`src/rtl/ds3_cbit_pkg.sv`:
```
package ds3_cbit_pkg;
  // Kind of slot at the current frame position
  typedef enum logic [1:0] {
    SLOT_PAY   = 2'd0,
    SLOT_LEAD  = 2'd1,
    SLOT_FRAME = 2'd2,
    SLOT_CTRL  = 2'd3
  } slot_e;
endpackage

```
`src/rtl/ds3_mframe_pos.sv`:
```
module ds3_mframe_pos #(
  parameter int SUBFRAMES  = 7,
  parameter int BLOCKS     = 8,
  parameter int BLOCK_BITS = 85,
  localparam int SFW = $clog2(SUBFRAMES),
  localparam int BKW = $clog2(BLOCKS),
  localparam int BTW = $clog2(BLOCK_BITS)
) (
  input  logic           clk,
  input  logic           rst_n,
  output logic [SFW-1:0] sf,
  output logic [BKW-1:0] blk,
  output logic [BTW-1:0] bitn,
  output logic           oh_slot,
  output logic           sf_end,
  output logic           frame_first,
  output logic           frame_last
);
  localparam logic [SFW-1:0] SF_MAX  = SFW'(SUBFRAMES - 1);
  localparam logic [BKW-1:0] BLK_MAX = BKW'(BLOCKS - 1);
  localparam logic [BTW-1:0] BIT_MAX = BTW'(BLOCK_BITS - 1);

  logic blk_end;

  assign blk_end     = (bitn == BIT_MAX);
  assign sf_end      = blk_end && (blk == BLK_MAX);
  assign frame_last  = sf_end && (sf == SF_MAX);
  assign frame_first = (sf == '0) && (blk == '0) && (bitn == '0);
  assign oh_slot     = (bitn == '0);

  always_ff @(posedge clk) begin
    if (!rst_n) begin
      sf   <= '0;
      blk  <= '0;
      bitn <= '0;
    end else if (blk_end) begin
      bitn <= '0;
      if (blk == BLK_MAX) begin
        blk <= '0;
        sf  <= (sf == SF_MAX) ? '0 : sf + 1'b1;
      end else begin
        blk <= blk + 1'b1;
      end
    end else begin
      bitn <= bitn + 1'b1;
    end
  end

  // the last position of a frame is followed by the first
  p_frame_wrap_r1: assert property (@(posedge clk) disable iff (!rst_n)
    frame_last |=> frame_first);
  // position bits never leave their legal ranges
  p_pos_range_r1: assert property (@(posedge clk) disable iff (!rst_n)
    (sf <= SF_MAX) && (blk <= BLK_MAX) && (bitn <= BIT_MAX));
endmodule

```
`src/rtl/ds3_parity_acc.sv`:
```
module ds3_parity_acc (
  input  logic clk,
  input  logic rst_n,
  input  logic take,
  input  logic sent_bit,
  input  logic frame_last,
  output logic par_bit
);
  logic acc_q;

  always_ff @(posedge clk) begin
    if (!rst_n) begin
      acc_q   <= 1'b0;
      par_bit <= 1'b1;
    end else if (frame_last) begin
      par_bit <= acc_q ^ (take & sent_bit);
      acc_q   <= 1'b0;
    end else if (take) begin
      acc_q <= acc_q ^ sent_bit;
    end
  end

  // the carried parity only moves at a frame boundary
  p_par_hold_r5: assert property (@(posedge clk) disable iff (!rst_n)
    !frame_last |=> $stable(par_bit));
endmodule

```
`src/rtl/ds3_far_status.sv`:
```
module ds3_far_status #(
  parameter int OOF_HOLD = 44736000,
  localparam int HW = $clog2(OOF_HOLD + 1)
) (
  input  logic clk,
  input  logic rst_n,
  input  logic frame_last,
  input  logic febe_cap,
  input  logic oof_in,
  input  logic rx_par_err,
  output logic x_bit,
  output logic febe_bit
);
  logic [HW-1:0] hold_q;
  logic          err_pend_q;

  // Out-of-frame hold window
  always_ff @(posedge clk) begin
    if (!rst_n)              hold_q <= '0;
    else if (oof_in)         hold_q <= HW'(OOF_HOLD);
    else if (hold_q != '0)   hold_q <= hold_q - 1'b1;
  end

  // X value for the next frame is fixed on the last bit of this one
  always_ff @(posedge clk) begin
    if (!rst_n)          x_bit <= 1'b1;
    else if (frame_last) x_bit <= !(oof_in || (hold_q != '0));
  end

  // Error flag gathered between captures
  always_ff @(posedge clk) begin
    if (!rst_n) begin
      err_pend_q <= 1'b0;
      febe_bit   <= 1'b1;
    end else if (febe_cap) begin
      febe_bit   <= !(err_pend_q || rx_par_err);
      err_pend_q <= 1'b0;
    end else begin
      err_pend_q <= err_pend_q || rx_par_err;
    end
  end

  // X value never changes inside a frame
  p_x_stable_r4: assert property (@(posedge clk) disable iff (!rst_n)
    !frame_last |=> $stable(x_bit));
  // a fresh out-of-frame report opens the hold window
  p_hold_open_r4: assert property (@(posedge clk) disable iff (!rst_n)
    oof_in |=> (hold_q != '0));
  // error status only moves at its capture point
  p_febe_stable_r7: assert property (@(posedge clk) disable iff (!rst_n)
    !febe_cap |=> $stable(febe_bit));
endmodule

```
`src/rtl/ds3_cbit_framer.sv`:
```
module ds3_cbit_framer #(
  parameter int SUBFRAMES  = 7,
  parameter int BLOCKS     = 8,
  parameter int BLOCK_BITS = 85,
  parameter int OOF_HOLD   = 44736000
) (
  input  logic clk,
  input  logic rst_n,
  input  logic pay_valid,
  input  logic pay_data,
  output logic pay_ready,
  input  logic feac_bit,
  input  logic dl_bit,
  output logic dl_take,
  input  logic rx_par_err,
  input  logic oof_in,
  output logic line_bit,
  output logic frame_start
);
  import ds3_cbit_pkg::*;

  localparam int SFW = $clog2(SUBFRAMES);
  localparam int BKW = $clog2(BLOCKS);
  localparam int BTW = $clog2(BLOCK_BITS);

  logic [SFW-1:0] pos_sf;
  logic [BKW-1:0] pos_blk;
  logic [BTW-1:0] pos_bit;
  logic           pos_oh, pos_sf_end, pos_first, pos_last;
  logic           par_bit, x_bit, febe_bit, febe_cap;
  logic           nxt_bit;
  slot_e          slot;

  ds3_mframe_pos #(
    .SUBFRAMES (SUBFRAMES),
    .BLOCKS    (BLOCKS),
    .BLOCK_BITS(BLOCK_BITS)
  ) u_pos (
    .clk        (clk),
    .rst_n      (rst_n),
    .sf         (pos_sf),
    .blk        (pos_blk),
    .bitn       (pos_bit),
    .oh_slot    (pos_oh),
    .sf_end     (pos_sf_end),
    .frame_first(pos_first),
    .frame_last (pos_last)
  );

  // Error status is captured on the last bit of the third subframe
  assign febe_cap = pos_sf_end && (int'(pos_sf) == 2);

  ds3_far_status #(.OOF_HOLD(OOF_HOLD)) u_far (
    .clk       (clk),
    .rst_n     (rst_n),
    .frame_last(pos_last),
    .febe_cap  (febe_cap),
    .oof_in    (oof_in),
    .rx_par_err(rx_par_err),
    .x_bit     (x_bit),
    .febe_bit  (febe_bit)
  );

  ds3_parity_acc u_par (
    .clk       (clk),
    .rst_n     (rst_n),
    .take      (pay_ready),
    .sent_bit  (nxt_bit),
    .frame_last(pos_last),
    .par_bit   (par_bit)
  );

  // Slot classification
  always_comb begin
    if (!pos_oh) begin
      slot = SLOT_PAY;
    end else begin
      case (int'(pos_blk))
        0:       slot = SLOT_LEAD;
        2, 4, 6: slot = SLOT_CTRL;
        default: slot = SLOT_FRAME;
      endcase
    end
  end

  // Bit selection for the current slot
  always_comb begin
    nxt_bit   = 1'b1;
    pay_ready = 1'b0;
    dl_take   = 1'b0;
    case (slot)
      SLOT_PAY: begin
        pay_ready = 1'b1;
        nxt_bit   = pay_valid ? pay_data : 1'b1;
      end
      SLOT_LEAD: begin
        case (int'(pos_sf))
          0, 1:    nxt_bit = x_bit;
          2, 3:    nxt_bit = par_bit;
          5:       nxt_bit = 1'b1;
          default: nxt_bit = 1'b0;
        endcase
      end
      SLOT_FRAME: begin
        nxt_bit = (int'(pos_blk) == 1) || (int'(pos_blk) == 7);
      end
      SLOT_CTRL: begin
        case (int'(pos_sf))
          0:       nxt_bit = (int'(pos_blk) == 6) ? feac_bit : 1'b1;
          2:       nxt_bit = par_bit;
          3:       nxt_bit = febe_bit;
          default: begin
            nxt_bit = dl_bit;
            dl_take = 1'b1;
          end
        endcase
      end
      default: nxt_bit = 1'b1;
    endcase
  end

  always_ff @(posedge clk) begin
    if (!rst_n) begin
      line_bit    <= 1'b0;
      frame_start <= 1'b0;
    end else begin
      line_bit    <= nxt_bit;
      frame_start <= pos_first;
    end
  end

  // second block overhead of any subframe is sent as 1
  p_f1_slot_r2: assert property (@(posedge clk) disable iff (!rst_n)
    (pos_oh && int'(pos_blk) == 1) |=> line_bit);
  // fourth block overhead of any subframe is sent as 0
  p_f0_slot_r2: assert property (@(posedge clk) disable iff (!rst_n)
    (pos_oh && int'(pos_blk) == 3) |=> !line_bit);
  // multiframe lead bit of the sixth subframe is 1
  p_m1_slot_r2: assert property (@(posedge clk) disable iff (!rst_n)
    (pos_oh && int'(pos_blk) == 0 && int'(pos_sf) == 5) |=> line_bit);
  // an accepted payload bit is the next line bit
  p_pay_pass_r3: assert property (@(posedge clk) disable iff (!rst_n)
    (pay_ready && pay_valid) |=> (line_bit == $past(pay_data)));
  // no payload is requested in an overhead slot
  p_no_req_oh_r3: assert property (@(posedge clk) disable iff (!rst_n)
    pos_oh |-> !pay_ready);
  // a taken data link bit is the next line bit
  p_dl_pass_r9: assert property (@(posedge clk) disable iff (!rst_n)
    dl_take |=> (line_bit == $past(dl_bit)));
  // the frame marker follows the first frame position
  p_sof_mark_r1: assert property (@(posedge clk) disable iff (!rst_n)
    pos_first |=> frame_start);
endmodule

```
`config.mk`:
```
export PLATFORM = sky130hd
export DESIGN_NAME = ds3_cbit_framer
export DESIGN_NICKNAME = d
export VERILOG_FILES = /design/src/rtl/ds3_cbit_pkg.sv /design/src/rtl/ds3_mframe_pos.sv /design/src/rtl/ds3_parity_acc.sv /design/src/rtl/ds3_far_status.sv /design/src/rtl/ds3_cbit_framer.sv
export SDC_FILE = /design/constraint.sdc
export NUM_CORES = 1
export LEC_CHECK = 0
export ABC_AREA = 0
export BUFFER_PORTS_ARGS = -buffer_cell sky130_fd_sc_hd__buf_2
export CORE_AREA = 2 2 55 96
export CTS_BUF_LIST = sky130_fd_sc_hd__clkbuf_4
export CTS_CLUSTER_DIAMETER = 30
export DETAILED_ROUTE_END_ITERATION = 7
export DIE_AREA = 0 0 57 98
export GPL_ROUTABILITY_DRIVEN = 0
export PLACE_DENSITY = 0.7
export SYNTH_ARGS = -nofsm -noshare
export SYNTH_HDL_FRONTEND = slang
export SYNTH_SLANG_ARGS = --single-unit
```
`constraint.sdc`:
```
create_clock -name clk -period 5.8 [get_ports clk]
set_input_delay 0.58 -clock clk [delete_from_list [all_inputs] [get_ports clk]]
set_output_delay 0.58 -clock clk [all_outputs]
set_load 0.02 [all_outputs]
```
### Word level (Yosys, flattened, before mapping)

Index checks and enable logic that the tools add are counted.
Widths: inputs -> output; s select.

* bits in registers: 46
* bits in latches: 0
* bits in writable memories: 0
* bits in read-only memories: 0
* input bits: 8
* output and inout bits: 4
* word-level logic and storage cells: 76
* memories kept: 0

* $add $sub $neg: 4
* multiply operators: 0
* divide/modulo/power cells: 0
* magnitude comparators: 0
* eq/ne operators: 17
* shift operators: 0
* mux-type cells: 14
* bitwise gates (word level): 4
* reductions and logical operators: 25

Operators by type and width (count)
* $mux 26: 2
* $reduce_bool 26->1: 1
* $sub 26x1->26 const B: 1
* $eq 3x3->1 const B: 6
* $eq 3x2->1 const B: 5
* $reduce_or 2->1: 6
* $add 7x1->7 const B: 1
* $eq 7x7->1 const B: 1
* $logic_not 7->1: 1
* $add 3x1->3 const B: 2
* $eq 3x1->1 const B: 2
* $logic_not 3->1: 2
* $mux 3: 2
* $pmux 1 s3: 2
* $reduce_or 3->1: 2
* $logic_and 1x1->1: 5
* $mux 1: 5
* $eq 2x2->1 const B: 2
* $pmux 1 s4: 1
* $pmux 2 s2: 1
* $logic_or 1x1->1: 3
* $eq 2x1->1 const B: 1
* $logic_not 1->1: 2
* $logic_not 2->1: 1
* 6 further kinds: 7

### Depth between registers and ports, before layout

* word-level depth: 8
* mapped depth: 7
* gate-level depth less buffers: 6

### Cells and area by module

Synthesis repeated with hierarchy kept, for this count alone.

* cell total of the unflattened synthesis: 285
* area, all modules: 2429.8 sq um

By module, submodules not included
* ds3_far_status: instances 1, cells an instance 172, area an instance 1490.2 sq um, sequential area each 580.6 sq um
* ds3_mframe_pos: instances 1, cells an instance 76, area an instance 653.1 sq um, sequential area each 260.2 sq um
* ds3_cbit_framer: instances 1, cells an instance 29, area an instance 201.4 sq um, sequential area each 40.0 sq um
* ds3_parity_acc: instances 1, cells an instance 8, area an instance 85.1 sq um, sequential area each 40.0 sq um

### Worst setup path before layout

Ideal clock, no wire load.

* path kind: register -> output
* start: reg u_pos.bitn[0]
* end: out dl_take
* arrival time: 2.260 ns
* required time: 5.220 ns
* path slack: 2.960 ns
* cell stages (with the launch flop): 6
* cell sequence: dfxtp_1 > inv_1 > ha_1 > nor3b_1 > nand2_1 > nor4_1

* longest elaborated chain between the ends: 4

Ends and longest elaborated chain
* from (decl): RTL line ds3_mframe_pos.sv:13 `output logic [BTW-1:0] bitn,`
* from (signal assigned): RTL line ds3_mframe_pos.sv:45 `bitn <= bitn + 1'b1;`
* $logic_not 7->1: RTL line ds3_mframe_pos.sv:29 `assign oh_slot = (bitn == '0);`
* $mux 2: RTL line ds3_cbit_framer.sv:75 `if (!pos_oh) begin`
* $eq 2x2->1: RTL line ds3_cbit_framer.sv:91 `case (slot)`
* $mux 1: RTL line ds3_cbit_framer.sv:91
* to (decl): RTL line ds3_cbit_framer.sv:14 `output logic dl_take,`

No other way between the ends.

### Worst setup path in the final report

* start: reg u_far.hold_q[2]
* end: reg u_far.hold_q[25]

* longest elaborated chain between the ends: 3
* elaborated cells on any way between the ends: 5

Ends and longest elaborated chain
* from (decl): RTL line ds3_far_status.sv:14 `logic [HW-1:0] hold_q;`
* from (signal assigned): RTL line ds3_far_status.sv:20 `else if (oof_in) hold_q <= HW'(OOF_HOLD);`
* from (signal assigned): RTL line ds3_far_status.sv:21 `else if (hold_q != '0) hold_q <= hold_q - 1'b1;`
* $sub 26x1->26: RTL line ds3_far_status.sv:21
* $mux 26: RTL line ds3_far_status.sv:21
* $mux 26: RTL line ds3_far_status.sv:20

Several ways; a longest one is shown, not always the timed one. The select of a mux whose other input is x is not followed.
A chain may end at the register's enable or synchronous reset.

==> impl_metrics.csv <==
group,metric,value,unit
sta,final-setup-viol-count,0,
clocking,postCtsResizedCells,0,
logic_synthesis,synth_area,2520,um^2
critical_path,cpLargestDelayFamily,"simple AND/OR/NAND/NOR gates",
sta,fmax,0.369,GHz
clocking,clk_latency,0.36,ns
critical_path,worstPathArrival,2.98,ns
clocking,ctsRootBufferMaster,"clkbuf_4",
die,dieArea,5590,um^2
critical_path,critical_path_buf_inv_count,0,
placed_design,port_buffers,11,
route,drc_errors,0,
route,routedWlPerCell,16.0,um
power_and_ir_drop,vdd.ir_drop.worst,0.185,mV
cells_and_area,layout_common_cells,"dfxtp_1, nand2_1, nor2_1",
power_and_ir_drop,intPower,0.000520,W
global_routing,grt.overflow.total,0,
power_and_ir_drop,p_leak,1.03,nW
cells_and_area,layoutNonFillerInstCount,360,
die,ios,12,
cells_and_area,syn2layout_area_growth,7.20,%
clocking,cts.path.max_buffers,2,
clocking,clock_sinks,46,
die,fp-row-count,34,
route,drt-initial-drc-count,83,
sta,rsz0062_at_grt,"false",
logic_synthesis,synthTopCellsByArea,"dfxtp_1, ha_1, mux2i_1, nand2_1, nor2_1",
cells_and_area,final_common_cell,"dfxtp_1",
logic_synthesis,ys.flop_type,"dfxtp_1",
route,dr.pass1.iters,5,
logic_synthesis,synth_area_leader_cell,"dfxtp_1",
logic_synthesis,yosys_warnings,0,
clocking,ctsHoldBuffers,0,
status,status,"finished, final reports clean",
cells_and_area,fillCellCount,466,
sta,finalClockSkew,0.00642,ns
logic_synthesis,yosysSeqAreaShare,36.6,%
power_and_ir_drop,seq_power_share,48.8,%
route,num_vias,2266,
logic_synthesis,synth_seq_cells,46,
clocking,cts_tree,"done",
route,wl,5.77,mm
die,initial_core_util,51.9,%
die,die_y,98,um
power_and_ir_drop,power_density,269,nW/um^2
global_routing,grt_usage,22.0,%
die,die_w,57,um
placed_design,dp.cells,352,
sta,hold_viol,0,
clocking,clkTransAtPathRegs,0.14,ns
route,drt-vias-per-instance,6.29,
critical_path,cp_max_fo,14,
global_routing,antenna_found_initial,0,
critical_path,critPathSlowestCell,"nor4_2",
cells_and_area,fin_nets,323,
power_and_ir_drop,p_sw,0.000206,W
sta,tns,0,ns
logic_synthesis,syn_nets,318,
critical_path,worst_setup_path_start_kind,"register",
power_and_ir_drop,clkPwrFrac,32.9,%
logic_synthesis,synth_top_area_share,36.6,%
die,coreArea,4850,um^2
logic_synthesis,async_reset_ff_share,0,%
critical_path,slowest_delay,1.02,ns
placed_design,dp_hpwl,4.21,mm
logic_synthesis,netlist_instances,300,
logic_synthesis,synth_area_per_cell,8.40,um^2
clocking,cts_max_level,2,
job,maxCapViolCount,0,
critical_path,crit_path_cell_trace,"or4_1 > nor4_2 > a41oi_1 > o31a_1",
critical_path,crit_type,"register to register",
global_routing,grt_pass1_wl,9.87,mm
logic_synthesis,ys_types,47,
logic_synthesis,synth_edf_count,0,
global_routing,grt_max_degree,22,
critical_path,crit_path_end_kind,"register",
clocking,cts-buffers-inserted,5,
route,postRouteAntennaNets,0,
critical_path,critPathRequiredTime,6.07,ns
sta,tightest_slew,1.16,ns
cells_and_area,drive_gt1_share,11.4,%
cells_and_area,diodes,0,
min_path,min_path_type,"primary input to register",
sta,min_period,2.71,ns
sta,slew_headroom,21.9,%
power_and_ir_drop,pwr-share-comb,18.3,%
clocking,post-cts-setup-buffers,0,
power_and_ir_drop,swShare,28.4,%
sta,drv_slew,0,
sta,min_period_over_period,46.7,%
global_routing,grt_pass1_vias,2154,
[worst paths after layout]
path                         from               end  slack (ns)  cells after the start
setup / recovery  u_far.hold_q[2]  u_far.hold_q[25]        3.09                      4
hold / removal         rx_par_err    u_far.febe_bit        0.49                      2
setup reg to reg  u_far.hold_q[2]  u_far.hold_q[25]        3.09                      4
hold reg to reg     u_pos.bitn[0]     u_pos.bitn[0]        0.49                      1
[through the flow]
step	setup WS (ns)	power (W)	cell area, um^2	hold WS (ns)	utilization, %
2_1_floorplan	2.96	0.000458	2520	0.426	-
3_3_place_gp	3.14	0.000489	2600	0.449	53.6
3_5_place_dp	3.15	0.000492	2600	0.474	53.6
4_1_cts	3.12	0.000727	2700	0.476	55.7
5_1_grt	2.87	0.000761	2700	0.476	55.7
6_report	3.09	0.000726	2700	0.485	55.7
[per-layer routing]
layer  GRT usage [%]  routed length (um)  vias up
met5               0                   0        -
met4            11.8                 167        0
met3            2.38                 119       14
met2            40.5                3130       35
met1            23.7                2350     1089
li1                -                   -     1128
[power by group through the flow]
| stage | sequential [W] | clock (W) | combinational, W |
|---|---|---|---|
| 2_1_floorplan | 0.000358 | 0 | 0.000100 |
| 3_3_place_gp | 0.000360 | 0 | 0.000129 |
| 3_5_place_dp | 0.000360 | 0 | 0.000131 |
| 4_1_cts | 0.000354 | 0.000242 | 0.000132 |
| 5_1_grt | 0.000358 | 0.000255 | 0.000148 |
| 6_report | 0.000354 | 0.000239 | 0.000132 |
[sequential cells by signal, indices dropped and copies added, names as in the netlist, 3 cells and up]
signal	cells
u_pos.blk	3
u_far.hold_q	26
u_pos.sf	3
u_pos.bitn	7
[cell families after synthesis]
family,count (synthesis),synth area share [%]
buffers and inverters,26,4.02
AND/OR/NAND/NOR,143,32.1
multiplexers,11,4.37
XOR/XNOR,7,2.43
AO/OA/AOI/OAI,57,15.5
adder cells (fa/ha/maj),10,4.97
flip-flops,46,36.6
[cell usage after synthesis (2+ instances only)]
cell type  number
xor2_1          2
or2_2          13
nand2b_1        4
nor4b_1         4
nor3_1         14
clkbuf_1       11
nor2_1         22
o311ai_0        4
mux2i_1        11
and4b_1         4
nand4_1        10
o211ai_1        2
ha_1           10
nor4_1         12
nand3b_1        3
or4_1           7
inv_1          12
and3_1          5
nor3b_1         4
nand2_1        26
o21ai_0         9
nand3_1         5
a21oi_1        16
o31a_1          7
buf_2           3
dfxtp_1        46
a211oi_1        6
o31ai_1         3
xnor2_1         5
or3_1           3
[area by class of cell]
| cell class | instances | area [um^2] | share of cell area (%) |
|---|---|---|---|
| tap | 54 | 67.6 | 2.50 |
| sequential | 46 | 921 | 34.1 |
| inverter | 12 | 45.0 | 1.67 |
| multi-input combinational | 228 | 1500 | 55.7 |
| timing repair buffer | 12 | 62.6 | 2.32 |
| clock inverter | 3 | 63.8 | 2.36 |
| clock buffer | 5 | 37.5 | 1.39 |
Power figures use the tool's default switching activity.
